--- src/rtl/chst_pkg.sv ---
// Package: shared constants and types for the channel status tracker.
// Assumes an 8-bit code width on the bus and the 7-bit status layout below.
package chst_pkg;

    localparam int CODE_W = 8;
    localparam int NSTAT  = 7;

    // status bit positions
    localparam int B_BUF   = 0;
    localparam int B_HOST  = 1;
    localparam int B_SYNC  = 2;
    localparam int B_ABORT = 3;
    localparam int B_START = 4;
    localparam int B_PROTO = 5;
    localparam int B_BRK   = 6;

    // command and response codes
    localparam logic [CODE_W-1:0] C_ASYNC_START = 8'h20;
    localparam logic [CODE_W-1:0] C_ASYNC_BRK   = 8'h26;
    localparam logic [CODE_W-1:0] C_CTRL_START  = 8'h30;
    localparam logic [CODE_W-1:0] C_CTRL_BRK    = 8'h36;
    localparam logic [CODE_W-1:0] R_RX_BRK      = 8'h70;
    localparam logic [CODE_W-1:0] R_RX_PERR     = 8'h72;

    typedef enum logic [1:0] {
        CT_SYNC  = 2'd0,
        CT_ISO   = 2'd1,
        CT_ASYNC = 2'd2,
        CT_CTRL  = 2'd3
    } chan_type_e;

    // decoded bus events for one cycle
    typedef struct packed {
        logic start_ok;   // RX start of the channel's own family
        logic brk_ok;     // RX break of the channel's own family
        logic brk_any;    // RX break of either family
        logic cmd_bad;    // RX command outside the channel's family
        logic rbrk_rx;    // receiver break on an RX packet channel
        logic rbrk_tx;    // receiver break on a TX channel
        logic rperr_tx;   // receiver protocol error on a TX packet channel
        logic xperr_rx;   // transmit protocol error on an RX packet channel
    } bus_ev_t;

endpackage

--- src/rtl/chst_decode.sv ---
// Module: chst_decode
// Purely combinational classification of the command and response bytes
// against the configured channel type and direction.
// Assumes the inputs are valid for the current cycle only.
module chst_decode
    import chst_pkg::*;
#(
    parameter int W = CODE_W
) (
    input  logic [1:0]   cfg_type,
    input  logic         cfg_tx,
    input  logic         cmd_valid,
    input  logic [W-1:0] cmd_byte,
    input  logic         rsp_valid,
    input  logic [W-1:0] rsp_byte,
    input  logic         xmit_perr,
    output bus_ev_t      ev
);

    logic is_rx;
    logic pkt_type;
    logic c_astart, c_abrk, c_cstart, c_cbrk;
    logic fam_ok;
    logic any_start, any_brk;

    // one-hot recognition of the command codes
    always_comb begin
        c_astart = cmd_valid && (cmd_byte == C_ASYNC_START);
        c_abrk   = cmd_valid && (cmd_byte == C_ASYNC_BRK);
        c_cstart = cmd_valid && (cmd_byte == C_CTRL_START);
        c_cbrk   = cmd_valid && (cmd_byte == C_CTRL_BRK);
    end

    // family check and event classification
    always_comb begin
        is_rx     = !cfg_tx;
        pkt_type  = (cfg_type == CT_ASYNC) || (cfg_type == CT_CTRL);
        any_start = c_astart || c_cstart;
        any_brk   = c_abrk || c_cbrk;
        fam_ok    = ((c_astart || c_abrk) && (cfg_type == CT_ASYNC)) ||
                    ((c_cstart || c_cbrk) && (cfg_type == CT_CTRL));

        ev.start_ok = is_rx && any_start && fam_ok;
        ev.brk_ok   = is_rx && any_brk && fam_ok;
        ev.brk_any  = is_rx && any_brk;
        ev.cmd_bad  = is_rx && (any_start || any_brk) && !fam_ok;
        ev.rbrk_rx  = is_rx && pkt_type && rsp_valid && (rsp_byte == R_RX_BRK);
        ev.rbrk_tx  = cfg_tx && rsp_valid && (rsp_byte == R_RX_BRK);
        ev.rperr_tx = cfg_tx && pkt_type && rsp_valid && (rsp_byte == R_RX_PERR);
        ev.xperr_rx = is_rx && pkt_type && xmit_perr;
    end

endmodule

--- src/rtl/chst_pkt_track.sv ---
// Module: chst_pkt_track
// Holds the RX in-packet flag and flags a start that arrives inside an open packet.
// Assumes start and end qualifiers are already gated by type and direction.
module chst_pkt_track (
    input  logic clk,
    input  logic rst_n,
    input  logic start_ok,
    input  logic end_ev,
    output logic in_pkt,
    output logic restart_err
);

    // a start inside an open packet is a protocol violation
    always_comb begin
        restart_err = start_ok && in_pkt;
    end

    // in-packet flag: start wins over any closing event
    always_ff @(posedge clk) begin
        if (!rst_n)        in_pkt <= 1'b0;
        else if (start_ok) in_pkt <= 1'b1;
        else if (end_ev)   in_pkt <= 1'b0;
    end

endmodule

--- src/rtl/chst_status_bank.sv ---
// Module: chst_status_bank
// Sticky status bits with write-one-to-clear and a registered interrupt.
// Bits named in NOMASK raise the interrupt whatever their mask holds.
// Assumes set takes priority over clear in the same cycle.
module chst_status_bank #(
    parameter int                N      = 7,
    parameter logic [N-1:0]      NOMASK = '0
) (
    input  logic         clk,
    input  logic         rst_n,
    input  logic [N-1:0] set_bits,
    input  logic         clr_we,
    input  logic [N-1:0] clr_bits,
    input  logic [N-1:0] mask,
    output logic [N-1:0] status,
    output logic         irq
);

    logic [N-1:0] clr_eff;
    logic [N-1:0] live;

    // clear vector only when the write strobe is active
    always_comb begin
        clr_eff = clr_we ? clr_bits : '0;
    end

    genvar gi;
    generate
        for (gi = 0; gi < N; gi++) begin : g_bit
            // one sticky bit: set dominates clear
            always_ff @(posedge clk) begin
                if (!rst_n)             status[gi] <= 1'b0;
                else if (set_bits[gi])  status[gi] <= 1'b1;
                else if (clr_eff[gi])   status[gi] <= 1'b0;
            end
            // per-bit interrupt contribution
            always_comb begin
                live[gi] = status[gi] && (mask[gi] || NOMASK[gi]);
            end
        end
    endgenerate

    // registered interrupt from the current status word
    always_ff @(posedge clk) begin
        if (!rst_n) irq <= 1'b0;
        else        irq <= |live;
    end

endmodule

--- src/rtl/chan_status_tracker.sv ---
// Module: chan_status_tracker (top)
// Per-channel status tracker for a framed serial bus. Decodes bus bytes,
// tracks RX packet state, qualifies each status event by channel type and
// direction, and feeds a sticky status bank with one interrupt output.
// Assumes all inputs are synchronous to clk.
module chan_status_tracker
    import chst_pkg::*;
(
    input  logic              clk,
    input  logic              rst_n,
    input  logic [1:0]        cfg_type,
    input  logic              cfg_tx,
    input  logic              cfg_flow_en,
    input  logic              cmd_valid,
    input  logic [CODE_W-1:0] cmd_byte,
    input  logic              rsp_valid,
    input  logic [CODE_W-1:0] rsp_byte,
    input  logic              eop,
    input  logic              buf_push,
    input  logic              buf_pop,
    input  logic              buf_full,
    input  logic              buf_empty,
    input  logic              host_err,
    input  logic              sync_lost,
    input  logic              xmit_perr,
    input  logic              clr_we,
    input  logic [NSTAT-1:0]  clr_bits,
    input  logic [NSTAT-1:0]  irq_mask,
    output logic [NSTAT-1:0]  status,
    output logic              in_packet,
    output logic              irq
);

    localparam logic [NSTAT-1:0] NOMASK = NSTAT'(1) << B_HOST;

    bus_ev_t          ev;
    logic             restart_err;
    logic             pkt_end;
    logic [NSTAT-1:0] set_bits;

    chst_decode #(.W(CODE_W)) i_decode (
        .cfg_type  (cfg_type),
        .cfg_tx    (cfg_tx),
        .cmd_valid (cmd_valid),
        .cmd_byte  (cmd_byte),
        .rsp_valid (rsp_valid),
        .rsp_byte  (rsp_byte),
        .xmit_perr (xmit_perr),
        .ev        (ev)
    );

    // events that close an open RX packet
    always_comb begin
        pkt_end = ev.brk_ok || ev.rbrk_rx || ev.xperr_rx || eop;
    end

    chst_pkt_track i_pkt (
        .clk         (clk),
        .rst_n       (rst_n),
        .start_ok    (ev.start_ok),
        .end_ev      (pkt_end),
        .in_pkt      (in_packet),
        .restart_err (restart_err)
    );

    // qualified set vector for every status bit
    always_comb begin
        set_bits          = '0;
        set_bits[B_BUF]   = !cfg_flow_en &&
                            ((cfg_tx && buf_pop && buf_empty) ||
                             (!cfg_tx && buf_push && buf_full));
        set_bits[B_HOST]  = host_err;
        set_bits[B_SYNC]  = sync_lost && (cfg_type == CT_SYNC);
        set_bits[B_ABORT] = ev.brk_ok || ev.rbrk_rx || ev.xperr_rx;
        set_bits[B_START] = ev.start_ok;
        set_bits[B_PROTO] = ev.rperr_tx || ev.cmd_bad || restart_err;
        set_bits[B_BRK]   = ev.rbrk_tx || ev.brk_any;
    end

    chst_status_bank #(.N(NSTAT), .NOMASK(NOMASK)) i_bank (
        .clk      (clk),
        .rst_n    (rst_n),
        .set_bits (set_bits),
        .clr_we   (clr_we),
        .clr_bits (clr_bits),
        .mask     (irq_mask),
        .status   (status),
        .irq      (irq)
    );

endmodule

--- config.mk ---
export PLATFORM = sky130hd
export DESIGN_NAME = chan_status_tracker
export DESIGN_NICKNAME = d
export VERILOG_FILES = /design/src/rtl/chst_pkg.sv /design/src/rtl/chst_decode.sv /design/src/rtl/chst_pkt_track.sv /design/src/rtl/chst_status_bank.sv /design/src/rtl/chan_status_tracker.sv
export SDC_FILE = /design/constraint.sdc
export NUM_CORES = 1
export LEC_CHECK = 0
export BUFFER_PORTS_ARGS = -buffer_cell sky130_fd_sc_hd__buf_2
export CAP_MARGIN = 20
export CORE_MARGIN = 4
export CORE_UTILIZATION = 32
export DETAILED_ROUTE_END_ITERATION = 8
export PLACE_DENSITY = 0.77
export SLEW_MARGIN = 30
export SYNTH_ARGS = -nofsm -noshare
export SYNTH_HDL_FRONTEND = slang
export SYNTH_SLANG_ARGS = --single-unit
--- constraint.sdc ---
create_clock -name clk -period 1.9 [get_ports clk]
set_input_delay 0.57 -clock clk [delete_from_list [all_inputs] [get_ports clk]]
set_output_delay 0.57 -clock clk [all_outputs]
set_load 0.02 [all_outputs]
After elaboration in Yosys (flattened, before gate mapping) --
Index checks and enable logic that the tools add are counted.
Storage, ports and cells: register bits after elaboration 9, output and inout port bits 9, bits of input ports 47, logic and storage cells 95
Operators by class: reductions and logical operators 61, eq/ne operators 8, multiplexer cells 17
Operators by type and width (number):
- 1-bit logical AND | 34
- 8-bit by 6-bit equality test with 1-bit output (second input constant) | 4
- 8-bit by 7-bit equality test with 1-bit output (second input constant) | 2
- 1-bit two-way mux | 16
- 2-bit nonzero test | 8
- 1-bit logical OR | 14
- 7-bit two-way mux | 1
- 7-bit OR reduction | 1
- 2-bit equality test (second input constant) | 2
- 1-bit zero test | 3
- 2-bit zero test | 1

Depth between registers and ports, before layout --
word-level depth 11, depth in mapped cells 4, gate-level depth less buffers 4

By module --
Synthesis repeated with hierarchy kept, for this count alone.
Second synthesis, totals: cell total of the unflattened synthesis 60, area, all modules 563.0 um2
Modules (own cells, without submodules):
- chst_status_bank | instances 1, area an instance 302.8 um2, cells each 28, sequential area each 160.2 um2
- chst_decode | instances 1, area an instance 156.4 um2, cells each 20, sequential area each 0.0 um2
- chan_status_tracker | instances 1, area an instance 55.1 um2, cells each 8, sequential area each 0.0 um2
- chst_pkt_track | instances 1, area an instance 48.8 um2, cells each 4, sequential area each 20.0 um2

Least setup slack after synthesis --
No wires, ideal clock.
kind input to register, start input cmd_byte[6], end register i_bank.status[4], data required time 1.828 ns, setup slack 0.300 ns, arrival 1.529 ns, setup time 0.072 ns, stages 4, buffers on the path 0, cell sequence and4bb_2 > and2_1 > or4b_1 > a21oi_1
Between the ends: word-level cells in the longest chain between the ends 7, elaborated cells between the ends (all ways) 18, classes of those cells eq/ne: 4; mux: 1; reduce/logical: 13
Ends and longest elaborated chain:
- start: declaration | line chan_status_tracker.sv:15 | input logic [CODE_W-1:0] cmd_byte,
- 8-bit by 6-bit equality test with 1-bit output, on equally long branches
- 1-bit logical AND, on equally long branches
- 1-bit logical OR, on equally long branches | line chst_decode.sv:40, chst_decode.sv:41
- 1-bit logical AND, on equally long branches | line chst_decode.sv:40, chst_decode.sv:41
- 1-bit logical OR | line chst_decode.sv:40 | fam_ok = ((c_astart || c_abrk) && (cfg_type == CT_ASYNC)) ||
- 1-bit logical AND * | line chst_decode.sv:43 | ev.start_ok = is_rx && any_start && fam_ok;
- 1-bit two-way mux or 2-bit nonzero test (tied branches)
- end signal: indexed assignment | line chst_status_bank.sv:32 | if (!rst_n) status[gi] <= 1'b0;
- end signal: indexed assignment | line chst_status_bank.sv:33 | else if (set_bits[gi]) status[gi] <= 1'b1;
- end signal: indexed assignment | line chst_status_bank.sv:34 | else if (clr_eff[gi]) status[gi] <= 1'b0;
- end: declaration | line chst_status_bank.sv:15 | output logic [N-1:0] status,
Every way passes the cells marked *; elsewhere a longest branch is shown, timed or not. A chain may end at the register's enable or synchronous reset.

Worst setup path after layout --
Ends and elaborated chain as after synthesis.

==> flow_summary.toml <==
[synth]
synth_area_leaders = "dfxtp_1 37%, a21oi_1 9.1%, nand2_1 9.1%"
synth_top_area_share_pct = 36.5
synth_ff_type = "dfxtp_1"
synthSimpleGateAreaFrac_pct = 33.2
synth_xor_xnor_area_share_pct = 3.55
synth_top_family_by_area = "simple AND/OR/NAND/NOR gates"
yosysWarnings = 0
synth_compound_area_share_pct = 25.1
yosysUniqueCellTypes = 24
synth-edff-count = 0
synth_nets = 108
synth_seq_cells = 9
yosysSeqAreaShare_pct = 36.5
synth_adder_area_share_pct = 0
synth.mux.area_fraction_pct = 0
synth_top_area_cell = "dfxtp_1"
async_flop_share_pct = 0
syn_area_sq_um = 493
postSynthCellCount = 61
avgSynthCellArea_sq_um = 8.08

[timing]
finalCritPeriodShare_pct = 79.0
slew_headroom_pct = 74.1
maxSlewViolCount = 0
rsz0062_at_grt = "false"
setup_viol = 0
worst_pin_slew_ns = 0.383
fin_tns_setup_ns = 0
timing.fmax_mhz = 666
hold_violations = 0
period_minus_slack_ns = 1.50
finalClockSkew_ns = 0.00247

[grt]
antenna_found_initial = 0
grt_pass1_wl_mm = 2.63
grt_use_total_pct = 16.5
grt.overflow.total = 0
grt_max_degree = 10
grt_pass1_vias = 655

[detailed_routing]
vias_per_cell = 5.10
routedWlPerCell_um = 12.2
drc = 0
wirelength_mm = 1.63
num_vias = 683
drt_pass1_iterations = 4
ant_nets = 0
drtIter0Drc = 13

[pwr]
finalPower_w = 0.000442
p_leak_nw = 0.404
sequentialPowerShare_pct = 45.0
p_switching_w = 0.000113
peakVddDrop_mv = 0.382
sw_frac_of_total_pct = 25.6
p_int_w = 0.000329
power_per_cell_area_nw_per_um2 = 547
clockPowerShare_pct = 32.6
combPwrFrac_pct = 22.4

[worst_setup_path]
crit_required_ns = 2.09
crit_type = "primary input to flop"
cp-end-kind = "flop"
startpoint_type = "primary input"
crit_chain = "buf_2 -> and4bb_2 -> and2_1 -> or4b_1 -> a21oi_1"
arrival_ns = 1.69
crit_fanout = 2
slowest_delay_ns = 0.46
crit_family = "simple AND/OR/NAND/NOR gates"
critPathBufInv = 1
crit_slowest_cell = "or4b_1"

[final_layout]
fillers = 133
final_nets = 167
area_growth_pct = 64.0
final_cell_mix = "54 x buf_2, 12 x nand2_1, 9 x a21oi_1, 9 x dfxtp_1, 4 x nor2_1"
layout_commonest_cell = "buf_2"
antenna_cells = 0
drive_gt1_share_pct = 50.4

[floorplanning]
initial_core_util_pct = 35.7
fp.dieW_um = 47.3
placementRows = 13
die_h_um = 47.3
fp.dieArea_sq_um = 2230
io_pins = 56
core_area_sq_um = 1380

[clock_tree]
cts_tree = "yes"
cts.sinks = 9
cts_root_buf = "clkbuf_4"
postCtsResizedCells = 0
clock_latency_ns = 0.26
clk_pin_slew_ns = 0.06
ctsHoldBuffers = 0
cts_setup_buffers = 0
clockBufferDepth = 2
htree_levels = 1
numCtsBuffers = 3

[hold_path]
hold_class = "flop to flop"

[run_status]
outcome = "finished, final reports clean"

[place]
dpl.hpwl_mm = 1.41
place_congestion = 0.734
port-buffer-count = 54

[flow_run]
maxCapViolCount = 0
==> sequential cells by signal, indices dropped and copies added, names as in the netlist <==
register,flops
i_bank.status,7
i_bank.irq,1
i_pkt.in_pkt,1
==> layer usage <==
layer	vias to the layer above	wire length [um]	share of wire, %	track usage (%)
met1	306	606	37	19.6
met4	0	0	0	1.66
met3	0	157	9.6	6.13
li1	346	-	-	-
met2	31	865	53	29.1
met5	-	0	0	0
==> worst min-delay path: stages (launching register included) <==
cell,delay [ns]
dfxtp_1,0.32
nand2_1,0.05
a21oi_1,0.06
==> power by group through the flow <==
stage          combinational [W]  sequential (W)  clock (W)
2_1_floorplan          0.0000288        0.000211          0
3_3_place_gp           0.0000963        0.000203          0
3_5_place_dp           0.0000993        0.000203          0
4_1_cts                0.0000998        0.000199   0.000150
5_1_grt                 0.000110        0.000199   0.000157
6_report               0.0000988        0.000199   0.000144
==> stage by stage <==
step           cells  utilization, %  hold WS, ns  cell area, sq um  setup slack [ns]
2_1_floorplan     61               -        0.539               493             0.300
3_3_place_gp     130            56.6        0.462               782             0.152
3_5_place_dp     130            56.6        0.465               782             0.139
4_1_cts          134            58.5        0.476               808             0.409
5_1_grt          134            58.5        0.509               808             0.310
6_report         134            58.5        0.473               808             0.398
==> final timing paths <==
path / start / end / slack [ns] / cells past startpoint
max: cmd_byte[6] / i_bank.status[4]$_SDFFE_PN0P_ / 0.40 / 5
min: i_bank.status[4]$_SDFFE_PN0P_ / i_bank.status[4]$_SDFFE_PN0P_ / 0.47 / 2
max reg2reg: i_bank.status[2]$_SDFFE_PN0P_ / i_bank.irq$_SDFF_PN0_ / 0.92 / 2
min reg2reg: i_bank.status[4]$_SDFFE_PN0P_ / i_bank.status[4]$_SDFFE_PN0P_ / 0.47 / 2
==> cells by family after synthesis <==
| family | Yosys count |
|---|---|
| buffers and inverters | 2 |
| and+or+nand+nor | 29 |
| AOI/OAI and AO/OA | 19 |
| DFF | 9 |
| xor gates and xnor gates | 2 |
==> layout make-up <==
| type | count | area (sq um) | share of cell area [%] |
|---|---|---|---|
| multi-input cells | 50 | 305 | 37.8 |
| flip-flops and latches | 9 | 180 | 22.3 |
| inverters | 2 | 7.51 | 0.929 |
| repair buffers | 54 | 270 | 33.4 |
| well taps | 15 | 18.8 | 2.32 |
| clock buffers | 4 | 26.3 | 3.25 |
==> cell usage after synthesis (all sizes together), types with 2 or more instances <==
cell type / number
a22oi: 2
a21oi: 9
nand2: 12
o2111ai: 2
a31oi: 2
xnor2: 2
o21a: 2
dfxtp: 9
nor2: 4
nand3: 3
No activity file was read; power rests on OpenSTA's default activity.
